**config.mk**
```make
export PLATFORM = sky130hd
export DESIGN_NAME = pwm_submodule
export DESIGN_NICKNAME = d
export VERILOG_FILES = /design/src/rtl/pwm_sm_pkg.sv /design/src/rtl/pwm_sm_prescale.sv /design/src/rtl/pwm_sm_timebase.sv /design/src/rtl/pwm_sm_deadband.sv /design/src/rtl/pwm_submodule.sv
export SDC_FILE = /design/constraint.sdc
export NUM_CORES = 1
export LEC_CHECK = 0
export BUFFER_PORTS_ARGS = -buffer_cell sky130_fd_sc_hd__buf_2
export CAP_MARGIN = 25
export CORE_AREA = 10 10 161 163
export CTS_CLUSTER_DIAMETER = 60
export DETAILED_ROUTE_END_ITERATION = 7
export DIE_AREA = 0 0 171 173
export GPL_ROUTABILITY_DRIVEN = 0
export GPL_TIMING_DRIVEN = 0
export HOLD_SLACK_MARGIN = 0.06
export PLACE_DENSITY = 0.76
export RECOVER_POWER = 25
export SYNTH_ARGS = -nofsm -noshare
export SYNTH_HDL_FRONTEND = slang
export SYNTH_SLANG_ARGS = --single-unit
```
**constraint.sdc**
```tcl
create_clock -name clk -period 4.7 [get_ports clk]
set_input_delay 0.705 -clock clk [delete_from_list [all_inputs] [get_ports clk]]
set_output_delay 0.705 -clock clk [all_outputs]
set_load 0.02 [all_outputs]
```
**src/rtl/pwm_sm_pkg.sv**
```systemverilog
package pwm_sm_pkg;

   // staging/working compare slots, their position is the write address
   localparam int NUM_CMP  = 7;
   localparam int IX_START = 0;
   localparam int IX_MID   = 1;
   localparam int IX_END   = 2;
   localparam int IX_AON   = 3;
   localparam int IX_AOFF  = 4;
   localparam int IX_BON   = 5;
   localparam int IX_BOFF  = 6;

   localparam int ADDR_CTRL = 7;
   localparam int ADDR_DEAD = 8;

   localparam int PRSC_W = 3;

   typedef enum logic [1:0] {
      RLD_NOW  = 2'd0,
      RLD_MID  = 2'd1,
      RLD_END  = 2'd2,
      RLD_BOTH = 2'd3
   } reload_e;

   typedef struct packed {
      logic [PRSC_W-1:0] prsc;
      logic              src_b;
      logic              comp;
      logic              pol_b;
      logic              pol_a;
      logic              sgn;
      reload_e           policy;
   } ctrl_t;

   localparam int CTRL_W = $bits(ctrl_t);

endpackage

```
**src/rtl/pwm_sm_prescale.sv**
```systemverilog
module pwm_sm_prescale #(
   parameter int EXP_W = 3
) (
   input  logic             clk_i,
   input  logic             rst_ni,
   input  logic             run_i,
   input  logic             clr_i,
   input  logic [EXP_W-1:0] exp_i,
   output logic             tick_o
);
   localparam int DIV_W = (1 << EXP_W) - 1;

   logic [DIV_W-1:0] div_q;
   logic [DIV_W-1:0] mask;

   always_comb begin
      mask   = (DIV_W'(1) << exp_i) - DIV_W'(1);
      tick_o = run_i && ((div_q & mask) == mask);
   end

   always_ff @(posedge clk_i or negedge rst_ni) begin
      if (!rst_ni)               div_q <= '0;
      else if (clr_i || !run_i)  div_q <= '0;
      else                       div_q <= div_q + DIV_W'(1);
   end

   // with a non-zero exponent two ticks never come back to back
   p_tick_gap_r5: assert property (@(posedge clk_i) disable iff (!rst_ni)
      (tick_o && exp_i != '0 && !clr_i) |=> (!tick_o || exp_i != $past(exp_i)));

endmodule

```
**src/rtl/pwm_sm_timebase.sv**
```systemverilog
module pwm_sm_timebase
   import pwm_sm_pkg::*;
#(
   parameter int CNT_W  = 16,
   parameter int ADDR_W = 4
) (
   input  logic              clk_i,
   input  logic              rst_ni,
   input  logic              run_i,
   input  logic              tick_i,
   input  logic              force_i,
   input  logic              sgn_i,
   input  reload_e           policy_i,
   input  logic              wr_en_i,
   input  logic [ADDR_W-1:0] wr_addr_i,
   input  logic [CNT_W-1:0]  wr_data_i,
   input  logic              ldok_set_i,
   output logic [1:0]        raw_o
);
   localparam int IX_W = $clog2(NUM_CMP);

   logic [NUM_CMP-1:0][CNT_W-1:0] stage_q, work_q;
   logic [CNT_W-1:0]              cnt_q;
   logic                          ldok_q;
   logic                          step, at_end, mid_hit, reload_now, wr_hit;

   always_comb begin
      step    = run_i && tick_i;
      at_end  = sgn_i ? ($signed(cnt_q) >= $signed(work_q[IX_END]))
                      : (cnt_q >= work_q[IX_END]);
      mid_hit = (cnt_q == work_q[IX_MID]);
      unique case (policy_i)
         RLD_NOW: reload_now = ldok_q;
         RLD_MID: reload_now = ldok_q && step && mid_hit;
         RLD_END: reload_now = ldok_q && step && at_end;
         default: reload_now = ldok_q && step && (mid_hit || at_end);
      endcase
      wr_hit = wr_en_i && !ldok_q && (wr_addr_i < ADDR_W'(NUM_CMP));
   end

   always_ff @(posedge clk_i or negedge rst_ni) begin
      if (!rst_ni)     stage_q <= '0;
      else if (wr_hit) stage_q[wr_addr_i[IX_W-1:0]] <= wr_data_i;
   end

   always_ff @(posedge clk_i or negedge rst_ni) begin
      if (!rst_ni) begin
         ldok_q <= 1'b0;
         work_q <= '0;
      end else if (reload_now) begin
         ldok_q <= 1'b0;
         work_q <= stage_q;
      end else if (ldok_set_i) begin
         ldok_q <= 1'b1;
      end
   end

   always_ff @(posedge clk_i or negedge rst_ni) begin
      if (!rst_ni)       cnt_q <= '0;
      else if (force_i)  cnt_q <= work_q[IX_START];
      else if (step) begin
         if (at_end) cnt_q <= reload_now ? stage_q[IX_START] : work_q[IX_START];
         else        cnt_q <= cnt_q + CNT_W'(1);
      end
   end

   for (genvar ch = 0; ch < 2; ch++) begin : g_ch
      localparam int ON_IX  = IX_AON + 2 * ch;
      localparam int OFF_IX = ON_IX + 1;
      logic lvl_q;

      always_ff @(posedge clk_i or negedge rst_ni) begin
         if (!rst_ni)      lvl_q <= 1'b0;
         else if (force_i) lvl_q <= 1'b0;
         else if (step) begin
            if (cnt_q == work_q[OFF_IX])     lvl_q <= 1'b0;
            else if (cnt_q == work_q[ON_IX]) lvl_q <= 1'b1;
         end
      end
      assign raw_o[ch] = lvl_q;

      // equal on/off values never let an inactive channel turn on
      p_zero_duty_r3: assert property (@(posedge clk_i) disable iff (!rst_ni)
         (!lvl_q && work_q[ON_IX] == work_q[OFF_IX]) |=> !lvl_q);
   end

   // the staging set is frozen while load-OK is pending
   p_stage_frozen_r8: assert property (@(posedge clk_i) disable iff (!rst_ni)
      ldok_q |=> $stable(stage_q));

   // end-of-period policy keeps load-OK pending until the wrap tick
   p_hold_pending_r7: assert property (@(posedge clk_i) disable iff (!rst_ni)
      (ldok_q && policy_i == RLD_END && !(step && at_end)) |=> ldok_q);

   // a wrap without reload returns to the working start value
   p_wrap_start_r2: assert property (@(posedge clk_i) disable iff (!rst_ni)
      (step && at_end && !force_i && !reload_now) |=> (cnt_q == $past(work_q[IX_START])));

   // force restarts the counter and clears both levels
   p_force_init_r11: assert property (@(posedge clk_i) disable iff (!rst_ni)
      force_i |=> (cnt_q == $past(work_q[IX_START]) && raw_o == 2'b00));

endmodule

```
**src/rtl/pwm_sm_deadband.sv**
```systemverilog
module pwm_sm_deadband #(
   parameter int DT_W = 8
) (
   input  logic            clk_i,
   input  logic            rst_ni,
   input  logic            in_i,
   input  logic [DT_W-1:0] dt_i,
   output logic            out_o
);
   logic [DT_W-1:0] wait_q;
   logic            out_q;

   always_ff @(posedge clk_i or negedge rst_ni) begin
      if (!rst_ni) begin
         wait_q <= '0;
         out_q  <= 1'b0;
      end else if (!in_i) begin
         wait_q <= '0;
         out_q  <= 1'b0;
      end else if (wait_q >= dt_i) begin
         out_q  <= 1'b1;
      end else begin
         wait_q <= wait_q + DT_W'(1);
      end
   end

   assign out_o = out_q;

   // an output only rises while its request was already high
   p_rise_requested_r10: assert property (@(posedge clk_i) disable iff (!rst_ni)
      $rose(out_q) |-> $past(in_i));

endmodule

```
**src/rtl/pwm_submodule.sv**
```systemverilog
module pwm_submodule
   import pwm_sm_pkg::*;
#(
   parameter int CNT_W  = 16,
   parameter int DT_W   = 8,
   parameter int ADDR_W = 4
) (
   input  logic              clk,
   input  logic              rst_n,
   input  logic              run,
   input  logic              wr_en,
   input  logic [ADDR_W-1:0] wr_addr,
   input  logic [CNT_W-1:0]  wr_data,
   input  logic              ldok_set,
   input  logic              force_init,
   output logic              pwm_a,
   output logic              pwm_b
);
   if (CNT_W < CTRL_W) begin : g_bad_cnt_w
      $error("CNT_W must hold the control word");
   end
   if (DT_W < 1 || DT_W > CNT_W) begin : g_bad_dt_w
      $error("DT_W must be between 1 and CNT_W");
   end
   if (ADDR_W < $clog2(ADDR_DEAD + 1)) begin : g_bad_addr_w
      $error("ADDR_W too small for the register map");
   end

   ctrl_t           ctrl_q;
   logic [DT_W-1:0] dt_q;
   logic            tick;
   logic [1:0]      raw, db_in, core;
   logic            src;
   logic [DT_W-1:0] dt_eff;

   always_ff @(posedge clk or negedge rst_n) begin
      if (!rst_n) begin
         ctrl_q <= '0;
         dt_q   <= '0;
      end else if (wr_en) begin
         if (wr_addr == ADDR_W'(ADDR_CTRL)) ctrl_q <= ctrl_t'(wr_data[CTRL_W-1:0]);
         if (wr_addr == ADDR_W'(ADDR_DEAD)) dt_q   <= wr_data[DT_W-1:0];
      end
   end

   pwm_sm_prescale #(.EXP_W(PRSC_W)) u_prescale (
      .clk_i (clk),
      .rst_ni(rst_n),
      .run_i (run),
      .clr_i (force_init),
      .exp_i (ctrl_q.prsc),
      .tick_o(tick)
   );

   pwm_sm_timebase #(.CNT_W(CNT_W), .ADDR_W(ADDR_W)) u_timebase (
      .clk_i     (clk),
      .rst_ni    (rst_n),
      .run_i     (run),
      .tick_i    (tick),
      .force_i   (force_init),
      .sgn_i     (ctrl_q.sgn),
      .policy_i  (ctrl_q.policy),
      .wr_en_i   (wr_en),
      .wr_addr_i (wr_addr),
      .wr_data_i (wr_data),
      .ldok_set_i(ldok_set),
      .raw_o     (raw)
   );

   always_comb begin
      src      = ctrl_q.src_b ? raw[1] : raw[0];
      db_in[0] = ctrl_q.comp ? src  : raw[0];
      db_in[1] = ctrl_q.comp ? !src : raw[1];
      dt_eff   = ctrl_q.comp ? dt_q : '0;
   end

   for (genvar ch = 0; ch < 2; ch++) begin : g_out
      pwm_sm_deadband #(.DT_W(DT_W)) u_db (
         .clk_i (clk),
         .rst_ni(rst_n),
         .in_i  (db_in[ch]),
         .dt_i  (dt_eff),
         .out_o (core[ch])
      );
   end

   assign pwm_a = core[0] ^ ctrl_q.pol_a;
   assign pwm_b = core[1] ^ ctrl_q.pol_b;

   // a settled complementary pair is never active on both sides
   p_no_overlap_r10: assert property (@(posedge clk) disable iff (!rst_n)
      (ctrl_q.comp && $past(ctrl_q.comp) && $past(ctrl_q.comp, 2)) |-> !(core[0] && core[1]));

   // the pin equals the core level unless its polarity bit is set
   p_polarity_r9: assert property (@(posedge clk) disable iff (!rst_n)
      !ctrl_q.pol_a |-> (pwm_a == core[0]));

endmodule

```
# After elaboration in Yosys (flattened, before gate mapping)
# Index checks and enable logic that the tools add are counted.
# W data, S select, Z words.
[totals]
reg_bits = 286
input_bits = 26
out_inout_bits = 2
[op_classes]
add_sub_neg = 5
magnitude_cmp = 7
eq_ne = 14
shifts = 1
mux = 32
bitwise = 3
reduce_logical = 23
[ops]
columns = ["operator", "count"]
rows = [
  ["$bwmux W112", 1],
  ["$eq A16 B16 Y1", 5],
  ["$mux W16", 5],
  ["$demux W16 S3", 1],
  ["$mux W8", 5],
  ["$ge A16 B16 Y1", 2],
  ["$mux W1", 18],
  ["$add A16 B1 Y16 const B", 1],
  ["$add A8 B1 Y8 const B", 2],
  ["$ge A8 B8 Y1", 2],
  ["$logic_and A1 B1 Y1", 9],
  ["$ne A2 B2 Y1 const B", 4],
  ["$reduce_and A2 Y1", 4],
  ["$add A7 B1 Y7 const B", 1],
  ["$and A7 B7 Y7", 1],
  ["$eq A7 B7 Y1", 1],
  ["$mux W7", 1],
  ["$shl A1 B3 Y7 const A", 1],
  ["$sub A7 B2 Y7 const B", 1],
  ["$reduce_bool A3 Y1", 2],
  ["$eq A4 B3 Y1 const B", 1],
  ["$eq A4 B4 Y1 const B", 1],
  ["$lt A3 B4 Y1 const B", 1],
  ["$lt A4 B3 Y1 const B", 1],
  ["other kinds (9)", 14],
]

# Longest topological paths before layout
# Gate-level depths: netlist of run 1.
[logic_depth]
word_depth = 13
depth_mapped = 14
depth_no_buf = 11

# By module
# Synthesis of run 1 repeated with hierarchy kept, for this count alone.
[unflattened]
hier_cells = 1065
hier_area_um2 = 13927.1
[modules_own_cells]
columns = ["module", "n_inst", "cells_per_inst", "area_per_inst_um2", "seq_area_each_um2"]
rows = [
  ["pwm_sm_timebase", 1, 822, 11357.1, 6080.8],
  ["pwm_sm_deadband", 2, 74, 684.4, 225.2],
  ["pwm_submodule", 1, 56, 845.8, 450.4],
  ["pwm_sm_prescale", 1, 39, 355.3, 175.2],
]

# Worst setup path before layout of run 1
# OpenSTA, ideal clock, no wires.
[synth_timing]
path_kind = "register to register"
startpoint = "register ctrl_q[5] (netlist bit)"
endpoint = "register g_out[1].u_db.wait_q[6]"
setup_ns = 0.079
arrival_ns = 3.013
path_slack_ns = 1.608
stages_incl_launch_ff = 14
n_path_buf = 2
synth_period_minus_slack_ns = 3.092
path_cell_list = "dfrtp_1 clkbuf_1 and2_1 ha_1 nand2b_1 a21o_1 a21o_1 a21o_1 a21o_1 a2111oi_4 nor2_2 buf_6 or4_1 a21oi_1"
[synth_between]
elab_chain_len = 3
word_cells_on_any_way = 5
[synth_rtl]
columns = ["item", "line", "text"]
rows = [
  ["start: declaration", "pwm_submodule.sv:29", "ctrl_t ctrl_q;"],
  ["start signal: assignment", "pwm_submodule.sv:41", "if (wr_addr == ADDR_W'(ADDR_CTRL)) ctrl_q <= ctrl_t'(wr_data[CTRL_W-1:0]);"],
  ["$mux W8", "pwm_submodule.sv:74", "dt_eff = ctrl_q.comp ? dt_q : '0;"],
  ["$ge A8 B8 Y1", "pwm_sm_deadband.sv:20", "end else if (wait_q >= dt_i) begin"],
  ["$ne A2 B2 Y1 (no source line)", "-", ""],
  ["end signal: assignment", "pwm_sm_deadband.sv:23", "wait_q <= wait_q + DT_W'(1);"],
  ["end: declaration", "pwm_sm_deadband.sv:10", "logic [DT_W-1:0] wait_q;"],
]
# Parallel ways exist; a longest one is shown, timed or not.
# A chain may end at the register's enable or synchronous reset.

# Worst setup path in the final report of run 1
[layout_timing]
startpoint = "register u_timebase.cnt_q[6]"
endpoint = "register u_timebase.cnt_q[10]"
[layout_between]
elab_chain_len = 9
word_cells_on_any_way = 14
[layout_rtl]
columns = ["item", "line", "text"]
rows = [
  ["start: declaration", "pwm_sm_timebase.sv:23", "logic [CNT_W-1:0] cnt_q;"],
  ["start signal: assignment", "pwm_sm_timebase.sv:60", "else if (force_i) cnt_q <= work_q[IX_START];"],
  ["start signal: assignment", "pwm_sm_timebase.sv:62", "if (at_end) cnt_q <= reload_now ? stage_q[IX_START] : work_q[IX_START];"],
  ["start signal: assignment", "pwm_sm_timebase.sv:63", "else cnt_q <= cnt_q + CNT_W'(1);"],
  ["$ge A16 B16 Y1, on equally long branches", "pwm_sm_timebase.sv:30, pwm_sm_timebase.sv:29", ""],
  ["$mux W1", "pwm_sm_timebase.sv:29", "at_end = sgn_i ? ($signed(cnt_q) >= $signed(work_q[IX_END]))"],
  ["$logic_or A1 B1 Y1", "pwm_sm_timebase.sv:36", "default: reload_now = ldok_q && step && (mid_hit || at_end);"],
  ["$logic_and A1 B1 Y1", "pwm_sm_timebase.sv:36", ""],
  ["$pmux W1 S3", "pwm_sm_timebase.sv:32", "unique case (policy_i)"],
  ["$mux W16", "pwm_sm_timebase.sv:62", ""],
  ["$mux W16 *", "pwm_sm_timebase.sv:62", ""],
  ["$mux W16 *", "pwm_sm_timebase.sv:61", "else if (step) begin"],
  ["$mux W16 *", "pwm_sm_timebase.sv:60", ""],
]
# Mark *: on every way between the ends. The rest lies on a longest branch, timed or not. The select of a mux whose other input is x is not followed.

==> flow_metrics.py, run 1 <==
metrics = {
    "timing": {
        "rsz0062_at_grt": "no",
        "fin_crit_sh": 0.731,
        "fin_crit_ps": 3430,
        "timing.setup.tns_ps": 0,
        "skew_ps": 24.3,
        "slew_violations": 60,
        "fmax_ghz": 0.291,
        "hold_viol": 0,
        "setup_viol": 0,
        "slew_headroom": -1.30,
        "tightest_slew_ps": 3460,
    },
    "power_and_ir_drop": {
        "pwr-share-clk": 0.265,
        "power_density_nw_per_um2": 645,
        "p_sw_w": 0.00315,
        "p_sw_frac": 0.326,
        "seq_power_share": 0.399,
        "power_leakage_nw": 6.79,
        "power.internal_w": 0.00652,
        "power_frac_comb": 0.336,
        "peakVddDrop_uv": 434,
    },
    "cells_and_area": {
        "layout-drive-gt1-share": 0.309,
        "syn_to_final_growth_pct": 12.2,
        "final_nets": 1183,
        "fillers": 1689,
        "final_area_um2": 15000,
        "finalNonFillerCells": 1427,
        "final_common_cell": "dfrtp_1",
        "fin_util": 0.664,
        "layout_common_cells": "dfrtp_1, mux2_2, xnor2_1",
        "antenna_cells": 0,
    },
    "route": {
        "vias_per_cell": 5.97,
        "route.met2.wl_mm": 15.4,
        "wl_met1_mm": 13.6,
        "wl_met3_mm": 1.83,
        "num_vias": 8518,
        "wl_per_cell_um": 22.2,
        "top_layer": "met4",
        "drtIter0Drc": 698,
        "drc": 0,
        "drtAntennaViolNets": 0,
        "drtPass1Iterations": 5,
        "wl_mm": 31.6,
    },
    "logic_synthesis": {
        "ys_warn_count": 0,
        "synth_top_family_by_area": "multiplexers",
        "yosys.area_share.adder": 0.0382,
        "synthMuxAreaShare": 0.204,
        "ys_seq_elements": 286,
        "yosysSeqAreaShare": 0.536,
        "synth_area_um2": 13400,
        "synth-main-ff-cell": "dfrtp_1",
        "synth.distinct_cells": 54,
        "syn_nets": 1121,
        "avgSynthCellArea_um2": 12.7,
        "synth_edf_count": 0,
        "async_reset_ff_frac": 1.00,
        "synth-xor-area-share": 0.0610,
        "synth_cells": 1055,
        "synth-simple-area-share": 0.0705,
        "synth_compound_area_frac": 0.0643,
    },
    "floorplanning": {
        "core_area_um2": 22600,
        "initial_core_util": 0.592,
        "core.rowCount": 55,
        "io_pins": 28,
        "dieWidth_um": 171,
        "design.die.area_um2": 29600,
        "die_y_um": 173,
    },
    "critical_path": {
        "cp.arrival_ps": 3860,
        "end_kind": "flop",
        "start_kind": "flop",
        "worstSetupPathType": "reg -> reg",
        "worstPathMaxFanout": 10,
        "crit_required_ps": 5130,
        "r2r_cells": 11,
    },
    "global_routing": {
        "grt_pass1_vias": 8769,
        "overflow": 0,
        "antenna_found_initial": 1,
        "grt_pass1_wl_mm": 50.0,
        "track_usage": 0.217,
        "grt_max_degree": 126,
    },
    "worst_hold_path": {
        "holdPathStages": 2,
        "hp-class": "in -> reg",
    },
    "place": {
        "dp_hpwl_mm": 20.8,
        "placed_area_um2": 13900,
        "portBuffers": 27,
        "dp.cells": 1369,
    },
    "clocking": {
        "cts_buffer_depth": 3,
        "cts_sinks": 286,
        "cts_buffers": 31,
        "cts_setup_buffers": 0,
        "post_cts_resized": 0,
        "cts_tree": "built",
        "htreeDepth": 1,
        "cts.clk_slew.worst_paths_ps": 60,
        "cts-root-buf": "clkbuf_16",
        "cts_hold_buf": 0,
        "clkLatencyLatePin_ps": 570,
    },
    "job": {
        "cap_viol_max_count": 1,
    },
    "status": {
        "status": "finished with violations",
        "violations": "max-capacitance violations, max-slew violations",
    },
}
-- power groups by stage --
stage	clock, W	combinational (W)	sequential, W
after floorplan	0	0.00248	0.00372
after global placement	0	0.00312	0.00384
after detailed placement	0	0.00322	0.00389
after CTS	0.00260	0.00325	0.00385
after global routing	0.00270	0.00355	0.00396
final	0.00256	0.00325	0.00386
-- routing by layer --
layer  global-route usage  vias to the layer above
li1                     -                     3875
met1                0.294                     4336
met3               0.0317                       65
met5                    0                        -
met2                0.352                      242
met4               0.0638                        0
-- worst max-delay path: stages (launching register included) --
cell and delay, ps:
dfrtp_1 380, clkbuf_1 650, xnor2_1 210, nand4_1 130, nor4_1 270, nand4_1 210, a31oi_2 310, o21ai_1 130
buf_2 230, a21o_1 260, buf_2 230, a22o_1 280
-- through the flow --
| step | total power, W | setup WS (ps) | hold slack, ps |
|---|---|---|---|
| 3_3_place_gp | 0.00696 | -2310 | 454 |
| 6_report | 0.00967 | 1270 | 423 |
| 5_1_grt | 0.0102 | 754 | 424 |
| 2_1_floorplan | 0.00620 | 1610 | 409 |
| 3_5_place_dp | 0.00711 | 1290 | 467 |
| 4_1_cts | 0.00970 | 1220 | 89.7 |
-- worst paths after layout --
path,endpoint,slack [ps],startpoint
min,u_timebase.ldok_q,420,ldok_set
min in group asynchronous,u_prescale.div_q[2],1320,rst_n
min reg2reg,u_timebase.work_q[12],480,u_timebase.work_q[12]
max in group asynchronous,u_timebase.work_q[108],1440,rst_n
max reg2reg,u_timebase.cnt_q[10],1270,u_timebase.cnt_q[6]
max,u_timebase.cnt_q[10],1270,u_timebase.cnt_q[6]
-- synthesized netlist by cell type (all sizes together) (7+ instances only) --
library cell	number	share of area
nand2b	9	0.0042
or3	8	0.0039
xnor2	86	0.056
nand4	24	0.011
nand3	15	0.0056
ha	40	0.037
a21oi	26	0.0097
dfrtp	286	0.54
o21ai	31	0.012
a21o	13	0.0073
inv	37	0.010
xor2	7	0.0046
clkbuf	26	0.0073
nor4	8	0.0037
a22o	10	0.0066
nor2	38	0.011
and3	9	0.0042
nand2	50	0.014
buf	23	0.0091
mux2	238	0.20
-- state kept, by name, indices dropped and copies added (netlist names) --
| name | flops |
|---|---|
| u_timebase.stage_q | 112 |
| g_out.u_db.out_o | 2 |
| g_out.u_db.wait_q | 16 |
| u_timebase.ldok_q | 1 |
| u_timebase.g_ch.lvl_q | 2 |
| u_timebase.cnt_q | 16 |
| ctrl_q | 10 |
| u_timebase.work_q | 112 |
| u_prescale.div_q | 7 |
| dt_q | 8 |
-- final cells by class --
type,instances,area (um2),area share
Buffer,49,219,0.0146
Clock buffer,41,863,0.0576
Clock inverter,17,224,0.0149
Inverter,37,139,0.00926
Multi-Input combinational cell,683,5850,0.390
Sequential cell,286,7160,0.477
Tap cell,285,357,0.0238
Timing Repair Buffer,29,189,0.0126
-- kinds of logic after synthesis --
kind of cell               Yosys count
adders and majority gates           41
and+or+nand+nor                    186
xor gates and xnor gates            93
buffers and inverters               86
muxes                              242
DFF                                286
AOI/OAI and AO/OA                  121
(Power assumes the default switching activity.)
==> run 2, diff against run 1 <==
--- a/config.mk
+++ b/config.mk
@@ -7,14 +7,14 @@
 export LEC_CHECK = 0
 export BUFFER_PORTS_ARGS = -buffer_cell sky130_fd_sc_hd__buf_2
 export CAP_MARGIN = 25
-export CORE_AREA = 10 10 161 163
+export CORE_AREA = 10 10 165 167
 export CTS_CLUSTER_DIAMETER = 60
 export DETAILED_ROUTE_END_ITERATION = 7
-export DIE_AREA = 0 0 171 173
+export DIE_AREA = 0 0 175 177
 export GPL_ROUTABILITY_DRIVEN = 0
 export GPL_TIMING_DRIVEN = 0
 export HOLD_SLACK_MARGIN = 0.06
-export PLACE_DENSITY = 0.76
+export PLACE_DENSITY = 0.75
 export RECOVER_POWER = 25
 export SYNTH_ARGS = -nofsm -noshare
 export SYNTH_HDL_FRONTEND = slang
==> constraint.sdc (replaced) <==
create_clock -name clk -period 2.85 [get_ports clk]
set_input_delay 0.4275 -clock clk [delete_from_list [all_inputs] [get_ports clk]]
set_output_delay 0.4275 -clock clk [all_outputs]
set_load 0.02 [all_outputs]
==> run 2 against run 1 <==
  * Routed wire length up 8.9%
  * Highest routed layer unchanged
  * The flow finishes with violations (max-capacitance violations, max-slew violations, negative setup slack)
  * Count of clock-buffer cells in the layout rose by 6
  * Flip-flop and latch count unchanged
  * Critical endpoint is now g_out[0].u_db.wait_q[4]
  * Design area is 7.2% higher
==> flow_metrics.py, run 2 (same netlist as run 1, synthesis figures left out) <==
metrics = {
    "status": {
        "status": "finished with violations",
        "violations": "max-capacitance violations, max-slew violations, negative setup slack",
    },
    "critical_path": {
        "worstPathMaxFanout": 7,
        "worstSetupPathType": "reg -> reg",
        "crit_required_ps": 3270,
        "regToRegSetupSlack_ps": -40,
        "cp.arrival_ps": 3320,
        "end_kind": "flop",
        "start_kind": "flop",
    },
    "route": {
        "top_layer": "met4",
        "drc": 0,
        "wl_met1_mm": 14.9,
        "vias_per_cell": 5.95,
        "drtAntennaViolNets": 0,
        "wl_per_cell_um": 22.9,
        "drtPass1Iterations": 8,
        "wl_met3_mm": 1.87,
        "num_vias": 8968,
        "wl_mm": 34.5,
        "drtIter0Drc": 723,
        "route.met2.wl_mm": 16.3,
    },
    "cells_and_area": {
        "final_nets": 1224,
        "final_common_cell": "dfrtp_1",
        "largestRegisters": "u_timebase.stage_q: 112 flops, u_timebase.work_q: 112 flops",
        "finalNonFillerCells": 1506,
        "ff_latch_area_um2": 7160,
        "multi_input_area_um2": 6310,
        "syn_to_final_growth_pct": 20.3,
        "layout_common_cells": "dfrtp_1, mux2_2, xnor2_1",
        "fillers": 1743,
        "layout-drive-gt1-share": 0.387,
        "antenna_cells": 0,
        "fin_util": 0.671,
    },
    "global_routing": {
        "overflow": 0,
        "track_usage": 0.216,
        "antenna_found_initial": 1,
        "grt_max_degree": 119,
        "grt_pass1_wl_mm": 52.4,
        "grt_pass1_vias": 9249,
    },
    "floorplanning": {
        "initial_core_util": 0.558,
        "design.die.area_um2": 31000,
        "dieWidth_um": 175,
        "io_pins": 28,
        "core.rowCount": 57,
        "die_y_um": 177,
        "core_area_um2": 24000,
    },
    "clocking": {
        "cts_buffer_depth": 3,
        "cts_buffers": 34,
        "cts-root-buf": "clkbuf_16",
        "cts.clk_slew.worst_paths_ps": 60,
        "cts_tree": "built",
        "cts_sinks": 286,
        "htreeDepth": 2,
        "clkLatencyLatePin_ps": 510,
    },
    "timing": {
        "setup_slack_ps": -44.3,
        "skew_ps": 19.2,
        "rsz0062_at_grt": "yes",
        "hold_viol": 0,
        "fmax_ghz": 0.346,
        "fin_crit_sh": 1.02,
        "slew_headroom": -0.240,
        "timing.setup.tns_ps": -129,
        "slew_violations": 71,
        "hold_slack_ps": 187,
        "tightest_slew_ps": 1860,
        "setup_viol": 8,
        "fin_crit_ps": 2890,
    },
    "place": {
        "dp.cells": 1408,
        "portBuffers": 27,
        "dp_hpwl_mm": 21.1,
    },
    "power_and_ir_drop": {
        "peakVddDrop_uv": 703,
        "power_leakage_nw": 7.30,
        "power_density_nw_per_um2": 1070,
    },
    "worst_hold_path": {
        "hp-class": "in -> reg",
    },
    "job": {
        "cap_viol_max_count": 1,
    },
}
run 2: changes by cell type in the layout (fill, tap and decap cells not counted), sizes merged:
cell         delta
dlygate4sd3     +1
clkinvlp        +2
buf            +36
clkinv          -2
clkbuf          +7
bufinv          -4
run 2: area by class of cell:
type	count	share of cell area
buffer	47	0.0228
clock buffer	47	0.0616
clock inverter	13	0.00700
inverter	37	0.00864
multi-input combinational	683	0.393
sequential	286	0.445
tap	324	0.0252
timing repair buffer	69	0.0366
run 2: repair_timing:
| action | in CTS | in global routing |
|---|---|---|
| hold buffers | 1 | 0 |
| hold endpoints to repair | 70 | 0 |
| setup endpoints to repair | 138 | 135 |
| pin swaps | 47 | 40 |
| resized for setup | 79 | 96 |
| gates cloned | 2 | 2 |
| buffers inserted | 23 | 13 |
run 2: per-layer routing:
layer / track usage / vias to the layer above
met5: 0 / -
met3: 0.0329 / 106
met4: 0.0791 / 0
li1: - / 3961
met2: 0.355 / 326
met1: 0.286 / 4575
run 2: power breakdown:
| part | switching (W) | leakage, nW | internal (W) | total [W] |
|---|---|---|---|---|
| clock network | 0.00172 | 0.539 | 0.00254 | 0.00426 |
| registers | 0.000957 | 3.66 | 0.00549 | 0.00645 |
| logic | 0.00310 | 3.10 | 0.00346 | 0.00656 |
run 2: worst paths after layout:
path	start	end	cells past startpoint
setup reg to reg	ctrl_q[5]	g_out[0].u_db.wait_q[4]	12
hold reg to reg	u_timebase.work_q[5]	u_timebase.work_q[5]	2
setup / recovery	ctrl_q[5]	g_out[0].u_db.wait_q[4]	12
hold / removal	ldok_set	u_timebase.ldok_q	2
max in group asynchronous	rst_n	u_timebase.work_q[81]	3
min in group asynchronous	rst_n	u_prescale.div_q[3]	2
run 2: worst max-delay path, cell delays in order, from the launching register on:
cell and delay (ps):
dfrtp_2 450, and2_4 200, ha_4 200, nand2b_4 130
a21o_1 150, a21o_1 150, a21o_1 150, a21o_1 200
a2111oi_4 440, buf_4 190, nor2_4 50, or3_1 370
a21oi_1 140
run 2: per-stage QoR:
step / worst slack [ps] / instance area (um2) / total power, W
floorplan: -5.54 / 13400 / 0.0103
global placement: -3850 / 13900 / 0.0115
detailed placement: -474 / 14000 / 0.0118
CTS: -147 / 15600 / 0.0166
global route: -187 / 16100 / 0.0181
finish: -44.3 / 16100 / 0.0173
